**config.mk**
```make
export PLATFORM = sky130hd
export DESIGN_NAME = ss_setpoint_seq
export DESIGN_NICKNAME = d
export VERILOG_FILES = /design/src/rtl/ss_pkg.sv /design/src/rtl/ss_cfg_regs.sv /design/src/rtl/ss_uv_map.sv /design/src/rtl/ss_ramp_core.sv /design/src/rtl/ss_setpoint_seq.sv
export SDC_FILE = /design/constraint.sdc
export NUM_CORES = 1
export LEC_CHECK = 0
export ABC_AREA = 1
export ABC_CLOCK_PERIOD_IN_PS = 19700
export BUFFER_PORTS_ARGS = -buffer_cell sky130_fd_sc_hd__buf_4
export CAP_MARGIN = 20
export CORE_MARGIN = 3
export CORE_UTILIZATION = 55
export CTS_CLUSTER_SIZE = 24
export DETAILED_ROUTE_END_ITERATION = 12
export HOLD_SLACK_MARGIN = 0.1
export PLACE_DENSITY_LB_ADDON = 0.08
export SLEW_MARGIN = 10
export SYNTH_ARGS = -nofsm -noshare
export SYNTH_HDL_FRONTEND = slang
export SYNTH_SLANG_ARGS = --single-unit
```
**constraint.sdc**
```tcl
create_clock -name clk -period 19.7 [get_ports clk]
set_clock_uncertainty 0.1 [all_clocks]
set_input_delay 0.985 -clock clk [delete_from_list [all_inputs] [get_ports clk]]
set_output_delay 0.985 -clock clk [all_outputs]
set_load 0.02 [all_outputs]
```
**src/rtl/ss_pkg.sv**
```systemverilog
package ss_pkg;
    typedef enum logic [1:0] {
        PH_OFF   = 2'd0,
        PH_SOFT  = 2'd1,
        PH_TRACK = 2'd2
    } phase_e;

    localparam int unsigned CODE_W = 8;
    localparam int unsigned SEL_W  = 2;

    function automatic logic [CODE_W-1:0] strap_default(input logic [SEL_W-1:0] cls);
        case (cls)
            2'b00:   strap_default = 8'h46;
            2'b01:   strap_default = 8'h5F;
            2'b10:   strap_default = 8'h5A;
            default: strap_default = 8'h78;
        endcase
    endfunction
endpackage

```
**src/rtl/ss_cfg_regs.sv**
```systemverilog
module ss_cfg_regs
    import ss_pkg::*;
(
    input  logic              clk,
    input  logic              rst_n,
    input  logic [SEL_W-1:0]  strap_class,
    input  logic              wr_en,
    input  logic [1:0]        wr_addr,
    input  logic [CODE_W-1:0] wr_data,
    output logic [CODE_W-1:0] code_o,
    output logic [SEL_W-1:0]  range_o,
    output logic [SEL_W-1:0]  sstime_o
);
    typedef struct packed {
        logic [CODE_W-1:0] code;
        logic [SEL_W-1:0]  rng;
        logic [SEL_W-1:0]  sst;
    } cfg_t;

    cfg_t cfg_d, cfg_q;

    always_comb begin
        cfg_d = cfg_q;
        if (!rst_n) begin
            cfg_d.code = strap_default(strap_class);
            cfg_d.rng  = 2'b10;
            cfg_d.sst  = 2'b00;
        end else if (wr_en) begin
            case (wr_addr)
                2'd0:    cfg_d.code = wr_data;
                2'd1:    cfg_d.rng  = wr_data[SEL_W-1:0];
                2'd2:    cfg_d.sst  = wr_data[SEL_W-1:0];
                default: cfg_d = cfg_q;
            endcase
        end
    end

    always_ff @(posedge clk) begin
        cfg_q <= cfg_d;
    end

    assign code_o   = cfg_q.code;
    assign range_o  = cfg_q.rng;
    assign sstime_o = cfg_q.sst;
endmodule

```
**src/rtl/ss_uv_map.sv**
```systemverilog
module ss_uv_map
    import ss_pkg::*;
#(
    parameter int unsigned UV_W     = 22,
    parameter int unsigned LSB_UV   = 1250,
    parameter int unsigned BASE_LO  = 400000,
    parameter int unsigned BASE_HI  = 800000
) (
    input  logic [CODE_W-1:0] code_i,
    input  logic [SEL_W-1:0]  range_i,
    output logic [UV_W-1:0]   uv_o
);
    localparam logic [UV_W-1:0] LSB_V = UV_W'(LSB_UV);
    localparam logic [UV_W-1:0] LO_V  = UV_W'(BASE_LO);
    localparam logic [UV_W-1:0] HI_V  = UV_W'(BASE_HI);

    logic [UV_W-1:0] prod;
    logic [UV_W-1:0] scaled;

    always_comb begin
        prod   = UV_W'(code_i) * LSB_V;
        scaled = prod << range_i;
        uv_o   = ((range_i == 2'b11) ? HI_V : LO_V) + scaled;
    end
endmodule

```
**src/rtl/ss_ramp_core.sv**
```systemverilog
module ss_ramp_core
    import ss_pkg::*;
#(
    parameter int unsigned UV_W          = 22,
    parameter int unsigned TRACK_STEP_UV = 1250,
    parameter int unsigned MIN_SHIFT     = 8
) (
    input  logic             clk,
    input  logic             rst_n,
    input  logic             en,
    input  logic [UV_W-1:0]  goal_uv,
    input  logic [SEL_W-1:0] sstime,
    output logic [UV_W-1:0]  target_uv,
    output logic             ss_done,
    output logic             busy
);
    localparam logic [UV_W-1:0] TSTEP = UV_W'(TRACK_STEP_UV);
    localparam logic [3:0]      SHB   = 4'(MIN_SHIFT);

    typedef struct packed {
        phase_e          phase;
        logic [UV_W-1:0] target;
        logic [UV_W-1:0] snap;
        logic [UV_W-1:0] step;
    } ramp_t;

    ramp_t st_d, st_q;
    logic [UV_W:0]   sum;
    logic [UV_W:0]   up;
    logic [UV_W-1:0] gap;
    logic [3:0]      sh;

    always_comb begin
        st_d = st_q;
        sh   = SHB + {2'b00, sstime};
        sum  = {1'b0, st_q.target} + {1'b0, st_q.step};
        up   = {1'b0, st_q.target} + {1'b0, TSTEP};
        gap  = st_q.target - goal_uv;
        if (!rst_n || !en) begin
            st_d.phase  = PH_OFF;
            st_d.target = '0;
            st_d.snap   = '0;
            st_d.step   = '0;
        end else begin
            case (st_q.phase)
                PH_OFF: begin
                    st_d.phase  = PH_SOFT;
                    st_d.snap   = goal_uv;
                    st_d.step   = (goal_uv >> sh) + UV_W'(1);
                    st_d.target = '0;
                end
                PH_SOFT: begin
                    if (sum >= {1'b0, st_q.snap}) begin
                        st_d.target = st_q.snap;
                        st_d.phase  = PH_TRACK;
                    end else begin
                        st_d.target = sum[UV_W-1:0];
                    end
                end
                PH_TRACK: begin
                    if (st_q.target < goal_uv) begin
                        st_d.target = (up >= {1'b0, goal_uv}) ? goal_uv : up[UV_W-1:0];
                    end else if (st_q.target > goal_uv) begin
                        st_d.target = (gap <= TSTEP) ? goal_uv : (st_q.target - TSTEP);
                    end
                end
                default: st_d.phase = PH_OFF;
            endcase
        end
    end

    always_ff @(posedge clk) begin
        st_q <= st_d;
    end

    assign target_uv = st_q.target;
    assign ss_done   = (st_q.phase == PH_TRACK);
    assign busy      = (st_q.phase == PH_TRACK) && (st_q.target != goal_uv);
endmodule

```
**src/rtl/ss_setpoint_seq.sv**
```systemverilog
module ss_setpoint_seq
    import ss_pkg::*;
#(
    parameter int unsigned UV_W          = 22,
    parameter int unsigned TRACK_STEP_UV = 1250
) (
    input  logic            clk,
    input  logic            rst_n,
    input  logic            en,
    input  logic [1:0]      strap_class,
    input  logic            wr_en,
    input  logic [1:0]      wr_addr,
    input  logic [7:0]      wr_data,
    output logic [UV_W-1:0] target_uv,
    output logic            ss_done,
    output logic            busy
);
    logic [CODE_W-1:0] code;
    logic [SEL_W-1:0]  rng;
    logic [SEL_W-1:0]  sst;
    logic [UV_W-1:0]   goal_uv;

    ss_cfg_regs u_regs (
        .clk         (clk),
        .rst_n       (rst_n),
        .strap_class (strap_class),
        .wr_en       (wr_en),
        .wr_addr     (wr_addr),
        .wr_data     (wr_data),
        .code_o      (code),
        .range_o     (rng),
        .sstime_o    (sst)
    );

    ss_uv_map #(.UV_W(UV_W)) u_map (
        .code_i  (code),
        .range_i (rng),
        .uv_o    (goal_uv)
    );

    ss_ramp_core #(.UV_W(UV_W), .TRACK_STEP_UV(TRACK_STEP_UV)) u_ramp (
        .clk       (clk),
        .rst_n     (rst_n),
        .en        (en),
        .goal_uv   (goal_uv),
        .sstime    (sst),
        .target_uv (target_uv),
        .ss_done   (ss_done),
        .busy      (busy)
    );
endmodule

```
==> results.yml, run 1 <==
detailed_routing:
  drtIter0Drc: 777
  postRouteAntennaNets: 0
  vias_per_cell: 5.62
  routed_wl_mm: 31.0
  vias: 10500
  avgRoutedWirePerCell_um: 16.5
  dr.pass1.iters: 6
  drc: 0
yosys:
  synth_common_cells: "424 x nand2_1, 222 x inv_1, 162 x nand3_1"
  syn_nets: 1811
  synth-seq-area-share_pct: 14.5
  synth_edf_count: 8
  ys_ff_latch: 72
  post-synth-top-count-cell: "nand2_1"
  postSynthAreaPerCell_um2: 6.33
  synth_fa_ha_area_share_pct: 18.0
  ys_types: 53
  yosysTopAreaCell: "ha_1"
  netlist_area_mm2: 0.0105
  yosys_warnings: 0
  ys_async_sr_fraction_pct: 0
  synth_flop_cell: "dfxtp_1"
  synth-simple-area-share_pct: 33.1
  synthXorXnorAreaFrac_pct: 6.50
  synthTopCellsByArea: "ha_1 15%, nand2_1 15%, dfxtp_1 12%, inv_1 8.0%, nand3_1 7.7%"
  postSynthCellCount: 1653
  synth_mux_area_share_pct: 0.0956
  synth_top_family_by_area: "simple AND/OR/NAND/NOR gates"
  synth_compound_area_share_pct: 15.5
  synth_top_area_share_pct: 15.3
critical_path:
  crit_arrival_ps: 8610
  crit_slowest_cell: "xor2_1"
  cp_top_family: "adder cells"
  criticalPathCategory: "reg2reg"
  path_buf_inv: 3
  end_kind: "register"
  cp_max_fo: 16
  critPathMaxStageDelay_ps: 610
  reg2reg_slack_ps: 11190
  crit_path_start_kind: "register"
  critPathMostFrequentCell: "nand2_1"
  cp.depth: 40
  critical_path_required_ps: 19800
  ff2ff_path_depth: 40
cells_and_area:
  fillCellCount: 1822
  final_core_util_pct: 60.4
  nNetsFinal: 1799
  drive_gt1_share_pct: 9.42
  syn_to_final_growth_pct: 5.74
  antenna-diode-count: 0
grt:
  antenna_found_initial: 0
  grt_pass1_wl_mm: 49.8
  overflow: 0
  grt_use_total_pct: 30.1
  grt_max_degree: 49
  grt_pass1_vias: 9726
sta:
  worstMarginPinSlew_ps: 926
  relSlewSlack_pct: 38.3
  rsz0062_at_grt: "false"
  slew_violations: 0
  hold_violations: 0
  timing.fmax_mhz: 118
  timing.hold.ws_ps: 428
  period_share_pct: 43.2
  setup_violations: 0
  fin_crit_ps: 8510
  fin_ws_ps: 11190
  fin_tns_setup_ps: 0
worst_hold_path:
  hold_path.class: "reg2reg"
  holdPathStages: 2
power:
  ir_worst_vdd_v: 0.000113
  power.density_mw_per_mm2: 175
  p_leak_uw: 0.00587
placement:
  port_buffers: 39
  hpwl_mm: 24.8
  gp_congestion: 0.935
  preCtsSetupSlack_ps: 11300
clock_tree:
  cts_tree: "yes"
  cts_sinks: 72
  numCtsBuffers: 9
  clk_latency_ps: 350
  cts-resized-gates: 0
  clock_path_buffers: 2
  htree_num_levels: 3
  postCtsHoldBufs: 0
  post_cts_buffers: 0
  clk_pin_slew_ps: 60
  clockRootBuffer: "clkbuf_16"
die:
  rows: 49
  io_pins: 40
  die_h_um: 144
  die_x_um: 144
  core-area_mm2: 0.0183
  dieArea_mm2: 0.0207
  start_util_pct: 57.1
run:
  max-cap-violations: 0
outcome:
  status: "finished clean"
## layout make-up
class / instances / area (µm²) / area share, %
Multi-Input combinational cell: 1274 / 7660 / 69.2
Sequential cell: 72 / 1520 / 13.7
Inverter: 232 / 871 / 7.87
Timing Repair Buffer: 52 / 388 / 3.50
Tap cell: 229 / 287 / 2.59
Clock buffer: 12 / 268 / 2.42
Clock inverter: 4 / 73.8 / 0.667
## report_power, final
part | internal [µW] | switching [µW] | leakage [µW] | total, µW
sequential | 172 | 17.4 | 0.000600 | 189
clock | 122 | 64.9 | 0.000168 | 187
combinational | 492 | 1070 | 0.00510 | 1560
total | 786 | 1150 | 0.00587 | 1940
## layout by cell type, fill, tap and decap left out, types with 5 or more instances in the layout
master / synthesis / routed
o21ai_0: 86 / 85
buf_4: 23 / 51
nand3b_1: 8 / 8
or2_2: 5 / 5
o21ai_1: 17 / 18
nand4_1: 22 / 22
inv_2: 8 / 8
dfxtp_1: 64 / 64
edfxtp_1: 8 / 8
nand3_2: 8 / 8
nor4_1: 5 / 5
xnor2_1: 11 / 11
clkbuf_16: 0 / 10
xor2_1: 63 / 63
o211ai_1: 27 / 27
fa_1: 14 / 14
inv_1: 222 / 222
nand3_1: 162 / 162
a21oi_2: 15 / 15
nor2_1: 85 / 85
nand2_1: 424 / 423
ha_1: 128 / 128
nand2_2: 31 / 32
a21oi_1: 112 / 112
nor3_1: 7 / 7
## flip-flops by register name, indices dropped and copies added (netlist names)
signal / count
u_regs.sstime_o: 2
u_ramp.target_uv: 22
u_regs.code_o: 8
u_regs.range_o: 2
u_ramp.st_q: 38
## final timing paths
kind / from / to
min reg2reg: u_ramp.st_q[1] / u_ramp.st_q[1]
min: u_ramp.st_q[1] / u_ramp.st_q[1]
max reg2reg: u_regs.code_o[2] / u_ramp.target_uv[0]
max: u_regs.code_o[2] / u_ramp.target_uv[0]
## kinds of logic after synthesis
family | Yosys count
buffers and inverters | 307
multiplexers | 1
XOR/XNOR | 76
adder cells (fa/ha/maj) | 142
flip-flops | 72
AO/OA/AOI/OAI | 281
AND/OR/NAND/NOR | 774
## worst min-delay path: cells and delay by family (launching register included)
family,cells,cell delay [ps]
compound gates,1,50
flops,1,350
simple gates,1,80
## metal layers
metal  up-vias  routed length, µm  global-route usage [%]
li1       5392                  -                       -
met5         -                  0                       0
met4         0                909                    11.1
met2       292              13900                    48.5
met1      4802              14200                    41.3
met3        60               2030                    3.90
## stage by stage
| stage | power [µW] | instances | cell area [µm²] |
|---|---|---|---|
| finish | 1940 | 1875 | 11100 |
| global placement | 1710 | 1858 | 10700 |
| global route | 2140 | 1875 | 11100 |
| CTS | 1920 | 1874 | 11100 |
| floorplan | 1300 | 1653 | 10500 |
| detailed placement | 1720 | 1858 | 10700 |
No activity file was read; power rests on OpenSTA's default activity.
==> inputs of run 2 (changes only) <==
ABC_AREA = 0   (was 1)
ABC_CLOCK_PERIOD_IN_PS = 7910   (was 19700)
clock period = 7.91 ns   (was 19.7 ns; I/O delays follow)
==> results.yml, run 2 <==
outcome:
  status: "finished with violations"
  violations: "negative setup slack"
die:
  die_x_um: 142
  io_pins: 40
  core-area_mm2: 0.0180
  start_util_pct: 56.2
  dieArea_mm2: 0.0201
  rows: 49
  die_h_um: 142
yosys:
  ys_async_sr_fraction_pct: 0
  postSynthCellCount: 1326
  ys_types: 93
  yosysTopAreaCell: "ha_1"
  synth_edf_count: 8
  synth_common_cells: "128 x ha_1, 125 x nor2_1, 95 x a21oi_1"
  yosys_warnings: 0
  post-synth-top-count-cell: "ha_1"
  postSynthAreaPerCell_um2: 7.64
  synth_top_area_share_pct: 15.8
  synth_flop_cell: "dfxtp_1"
  synthTopCellsByArea: "ha_1 16%, dfxtp_1 13%, a21oi_1 4.7%, nor2_1 4.6%, mux2i_1 4.4%"
  syn_nets: 1484
  synth-seq-area-share_pct: 15.0
  netlist_area_mm2: 0.0101
  ys_ff_latch: 72
sta:
  slew_violations: 0
  fin_ws_ps: -495
  hold_violations: 0
  timing.fmax_mhz: 119
  setup_violations: 22
  worstMarginPinSlew_ps: 992
  period_share_pct: 106
  fin_crit_ps: 8410
  relSlewSlack_pct: 33.8
  fin_tns_setup_ps: -9530
  rsz0062_at_grt: "true"
  timing.hold.ws_ps: 200
run:
  max-cap-violations: 0
detailed_routing:
  drtIter0Drc: 813
  postRouteAntennaNets: 0
  routed_wl_mm: 31.1
  drc: 0
  vias: 10500
  dr.pass1.iters: 5
  avgRoutedWirePerCell_um: 18.0
  vias_per_cell: 6.09
critical_path:
  cp_max_fo: 6
  cp_top_family: "compound AO/OA/AOI/OAI gates"
  reg2reg_slack_ps: -500
  crit_arrival_ps: 8540
  end_kind: "register"
  crit_path_start_kind: "register"
  path_buf_inv: 6
  critPathMostFrequentCell: "ha_4"
  critPathMaxStageDelay_ps: 540
  criticalPathCategory: "reg2reg"
  crit_slowest_cell: "or4_4"
  critical_path_required_ps: 8050
clock_tree:
  clock_path_buffers: 2
  clk_latency_ps: 350
  numCtsBuffers: 9
  clk_pin_slew_ps: 70
  cts_sinks: 72
  postCtsHoldBufs: 0
  clockRootBuffer: "clkbuf_16"
  cts_tree: "yes"
  htree_num_levels: 3
power:
  p_leak_uw: 0.00586
  power.density_mw_per_mm2: 526
  ir_worst_vdd_v: 0.000410
grt:
  grt_pass1_wl_mm: 49.0
  grt_pass1_vias: 9585
  grt_use_total_pct: 30.0
  antenna_found_initial: 0
  grt_max_degree: 50
  overflow: 0
placement:
  hpwl_mm: 23.8
  gp_congestion: 0.925
  preCtsSetupSlack_ps: -716
  port_buffers: 39
cells_and_area:
  final_cell_mix: "222 x buf_4, 120 x nor2_1, 118 x ha_1"
  final_common_cell: "buf_4"
  drive_gt1_share_pct: 26.3
  regMostFlops: "u_ramp.st_q"
  syn_to_final_growth_pct: 25.8
  largest_reg_flops: 38
  nNetsFinal: 1646
  antenna-diode-count: 0
worst_hold_path:
  hold_path.class: "in2reg"
## run 2: cell types whose count changed in the layout (fill, tap and decap cells not counted), moves of 21 or more
cell / previous run / this run
xnor2_1: 11 / 49
nand2_2: 32 / 0
nand3_1: 162 / 30
nor3_1: 7 / 28
xor2_1: 63 / 21
inv_1: 222 / 83
nor2_1: 85 / 120
buf_4: 51 / 222
mux2i_1: 1 / 44
nand2_1: 423 / 94
a21oi_1: 112 / 84
## run 2: final cells by class
cell class	instances	area (µm²)
Clock inverter	7	78.8
Clock buffer	9	225
Sequential cell	72	1520
Tap cell	229	287
Multi-Input combinational cell	1071	8390
Inverter	94	353
Timing Repair Buffer	240	1900
Fill cell	1495	5280
## run 2: final timing paths
check / from / end / cells after the start
worst min-delay path: wr_data[1] / u_regs.range_o[1] / 3
worst max register to register: u_regs.code_o[3] / u_ramp.target_uv[2] / 38
worst min register to register: u_ramp.st_q[31] / u_ramp.st_q[31] / 2
worst max-delay path: u_regs.code_o[3] / u_ramp.target_uv[2] / 38
## run 2: logic make-up (layout without fill, tap and decap cells)
kind of cell / after synthesis / count (layout) / share of synthesized area (%)
adder cells (fa/ha/maj): 146 / 146 / 19.0
AO/OA/AOI/OAI: 397 / 398 / 26.5
multiplexers: 56 / 56 / 5.70
AND/OR/NAND/NOR: 395 / 395 / 19.0
flip-flops: 72 / 72 / 15.0
XOR/XNOR: 76 / 76 / 6.91
buffers and inverters: 184 / 350 / 7.89
## run 2: power breakdown
group / internal, µW / total [µW] / switching, µW
Combinational: 2720 / 5820 / 3090
Sequential: 421 / 458 / 37.0
Clock: 248 / 430 / 181
Total: 3390 / 6710 / 3310
## run 2: stage by stage
stage                     std cells  utilization [%]  instance area, µm²  total power (µW)
after floorplan                1326                -               10300              3580
after global placement         1679             65.4               11800              5610
after detailed placement       1679             65.4               11800              5670
after CTS                      1716             69.2               12500              6390
after global routing           1722             70.7               12700              7220
final                          1722             70.7               12700              6710
## run 2: what timing repair did
item                                    in CTS  in global routing
gates cloned                                 2                  0
pin swaps                                   42                 38
setup buffers                               19                  8
resized for setup                           44                 52
endpoints found under the setup margin      22                 23
## run 2: worst min-delay path, stage by stage
cell and delay [ps]:
buf_4 90, o21ai_0 70, nand2_1 60
## run 2: routing by layer
layer,share of wire [%],vias up,GRT usage [%]
met5,0,-,0
met4,2.7,0,8.94
met3,6.5,58,3.77
met2,43,377,45.9
met1,47,4887,44.2
li1,-,5170,-
==> inputs of run 3 (changes only) <==
BUFFER_PORTS_ARGS = -buffer_cell sky130_fd_sc_hd__buf_2   (was -buffer_cell sky130_fd_sc_hd__buf_4)
==> results.yml, run 3 (synthesis results as in run 2) <==
critical_path:
  crit_slowest_cell: "fa_1"
  crit_path_start_kind: "register"
  cp_max_fo: 7
  critPathMaxStageDelay_ps: 590
  critical_path_required_ps: 8100
  crit_arrival_ps: 8810
  criticalPathCategory: "reg2reg"
  end_kind: "register"
  critPathMostFrequentCell: "buf_4"
die:
  rows: 49
  core-area_mm2: 0.0180
  dieArea_mm2: 0.0201
  io_pins: 40
  start_util_pct: 56.2
  die_x_um: 142
  die_h_um: 142
detailed_routing:
  vias: 10800
  dr.pass1.iters: 5
  drtIter0Drc: 1081
  avgRoutedWirePerCell_um: 18.2
  drc: 0
  routed_wl_mm: 32.2
  vias_per_cell: 6.09
  postRouteAntennaNets: 0
outcome:
  status: "finished with violations"
  violations: "negative setup slack"
grt:
  overflow: 0
  grt_use_met1_pct: 44.9
  use_met3_pct: 6.17
  antenna_found_initial: 0
  global_route.peak_usage_layer: "met2"
  grt_pass1_wl_mm: 52.1
  grt_use_total_pct: 31.8
  grtUsageMet2_pct: 49.4
  grt_pass1_vias: 10200
  grt_max_degree: 50
clock_tree:
  clockRootBuffer: "clkbuf_16"
  clk_latency_ps: 350
  cts_tree: "yes"
  postCtsHoldBufs: 0
  clock_path_buffers: 2
  cts_sinks: 72
  clk_pin_slew_ps: 60
  numCtsBuffers: 9
  htree_num_levels: 3
power:
  p_switching_uw: 3420
  power.density_mw_per_mm2: 545
  swShare_pct: 47.9
  finalPower_uw: 7130
  intPower_uw: 3720
  ir_worst_vdd_v: 0.000437
  p_comb_share_pct: 87.5
  p_seq_share_pct: 6.4
  p_leak_uw: 0.00612
  pwr-share-clk_pct: 6.1
cells_and_area:
  final_cell_mix: "226 x buf_4, 122 x nor2_1, 121 x ha_1"
  syn_to_final_growth_pct: 29.1
  finalNonFillerCells: 1770
  regMostFlops: "u_ramp.st_q"
  largest_reg_flops: 38
  nNetsFinal: 1694
  fin_area_mm2: 0.0131
  final_common_cell: "buf_4"
  antenna-diode-count: 0
  drive_gt1_share_pct: 28.2
sta:
  worstMarginPinSlew_ps: 989
  rsz0062_at_grt: "true"
  timing.fmax_mhz: 116
  setup_violations: 22
  timing.hold.ws_ps: 220
  hold_violations: 0
  fin_ws_ps: -708
  period_share_pct: 109
  relSlewSlack_pct: 33.9
  slew_violations: 0
  fin_crit_ps: 8620
placement:
  gp_congestion: 0.891
  dp_cells: 1696
  place_area_mm2: 0.0118
  hpwl_mm: 24.3
  port_buffers: 39
worst_hold_path:
  hold_path.class: "in2reg"
run:
  max-cap-violations: 0
## run 3: changes by cell type in the layout (fill, tap and decap cells not counted), sizes merged
cell	change
buf	+49
clkbuf	-1
## run 3: worst max-delay path: cells and delay by family (launching register included)
family                     cells  cell delay (ps)
AOI/OAI and AO/OA             13             2680
adders and majority gates      7             2460
buffers and inverters         15             1620
DFF                            1              470
and+or+nand+nor                8             1230
## run 3: final timing paths
kind,start,depth (start not counted),endpoint,slack [ps]
worst min register to register,u_ramp.st_q[39],2,u_ramp.st_q[39],380
worst max-delay path,u_regs.code_o[6],43,u_ramp.target_uv[7],-710
worst min-delay path,wr_data[6],3,u_regs.code_o[6],220
worst max register to register,u_regs.code_o[6],43,u_ramp.target_uv[7],-710
## run 3: power groups by stage
stage | combinational [µW] | sequential, µW | clock (µW)
CTS | 5930 | 456 | 435
global placement | 5280 | 462 | 0
detailed placement | 5330 | 464 | 0
finish | 6240 | 457 | 432
global route | 6790 | 462 | 450
floorplan | 3130 | 455 | 0
## run 3: metal layers
| metal | wire length (µm) | share of wire, % |
|---|---|---|
| met5 | 0 | 0 |
| met4 | 806 | 2.5 |
| met3 | 2410 | 7.5 |
| met2 | 14100 | 44 |
| met1 | 14900 | 46 |
## run 3: layout make-up
type,count,area (µm²)
multi-input cells,1071,8420
clock buffers,9,225
flip-flops and latches,72,1520
inverters,94,354
clock inverters,7,78.8
fillers,1454,4940
repair buffers,288,2200
well taps,229,287
## run 3: timing repair
action	4_1_cts	5_1_grt
pin swaps	55	32
endpoints found under the setup margin	22	25
gates cloned	3	0
gates resized for setup	59	44
setup buffers	41	16
## run 3: through the flow
stage          setup slack, ps  util [%]  setup TNS (ps)
2_1_floorplan             -453         -           -8450
3_3_place_gp              -975      65.6          -17790
3_5_place_dp             -1070      65.6          -19590
4_1_cts                   -642      71.0          -11660
5_1_grt                  -1130      72.6          -23120
6_report                  -708      72.6          -12050
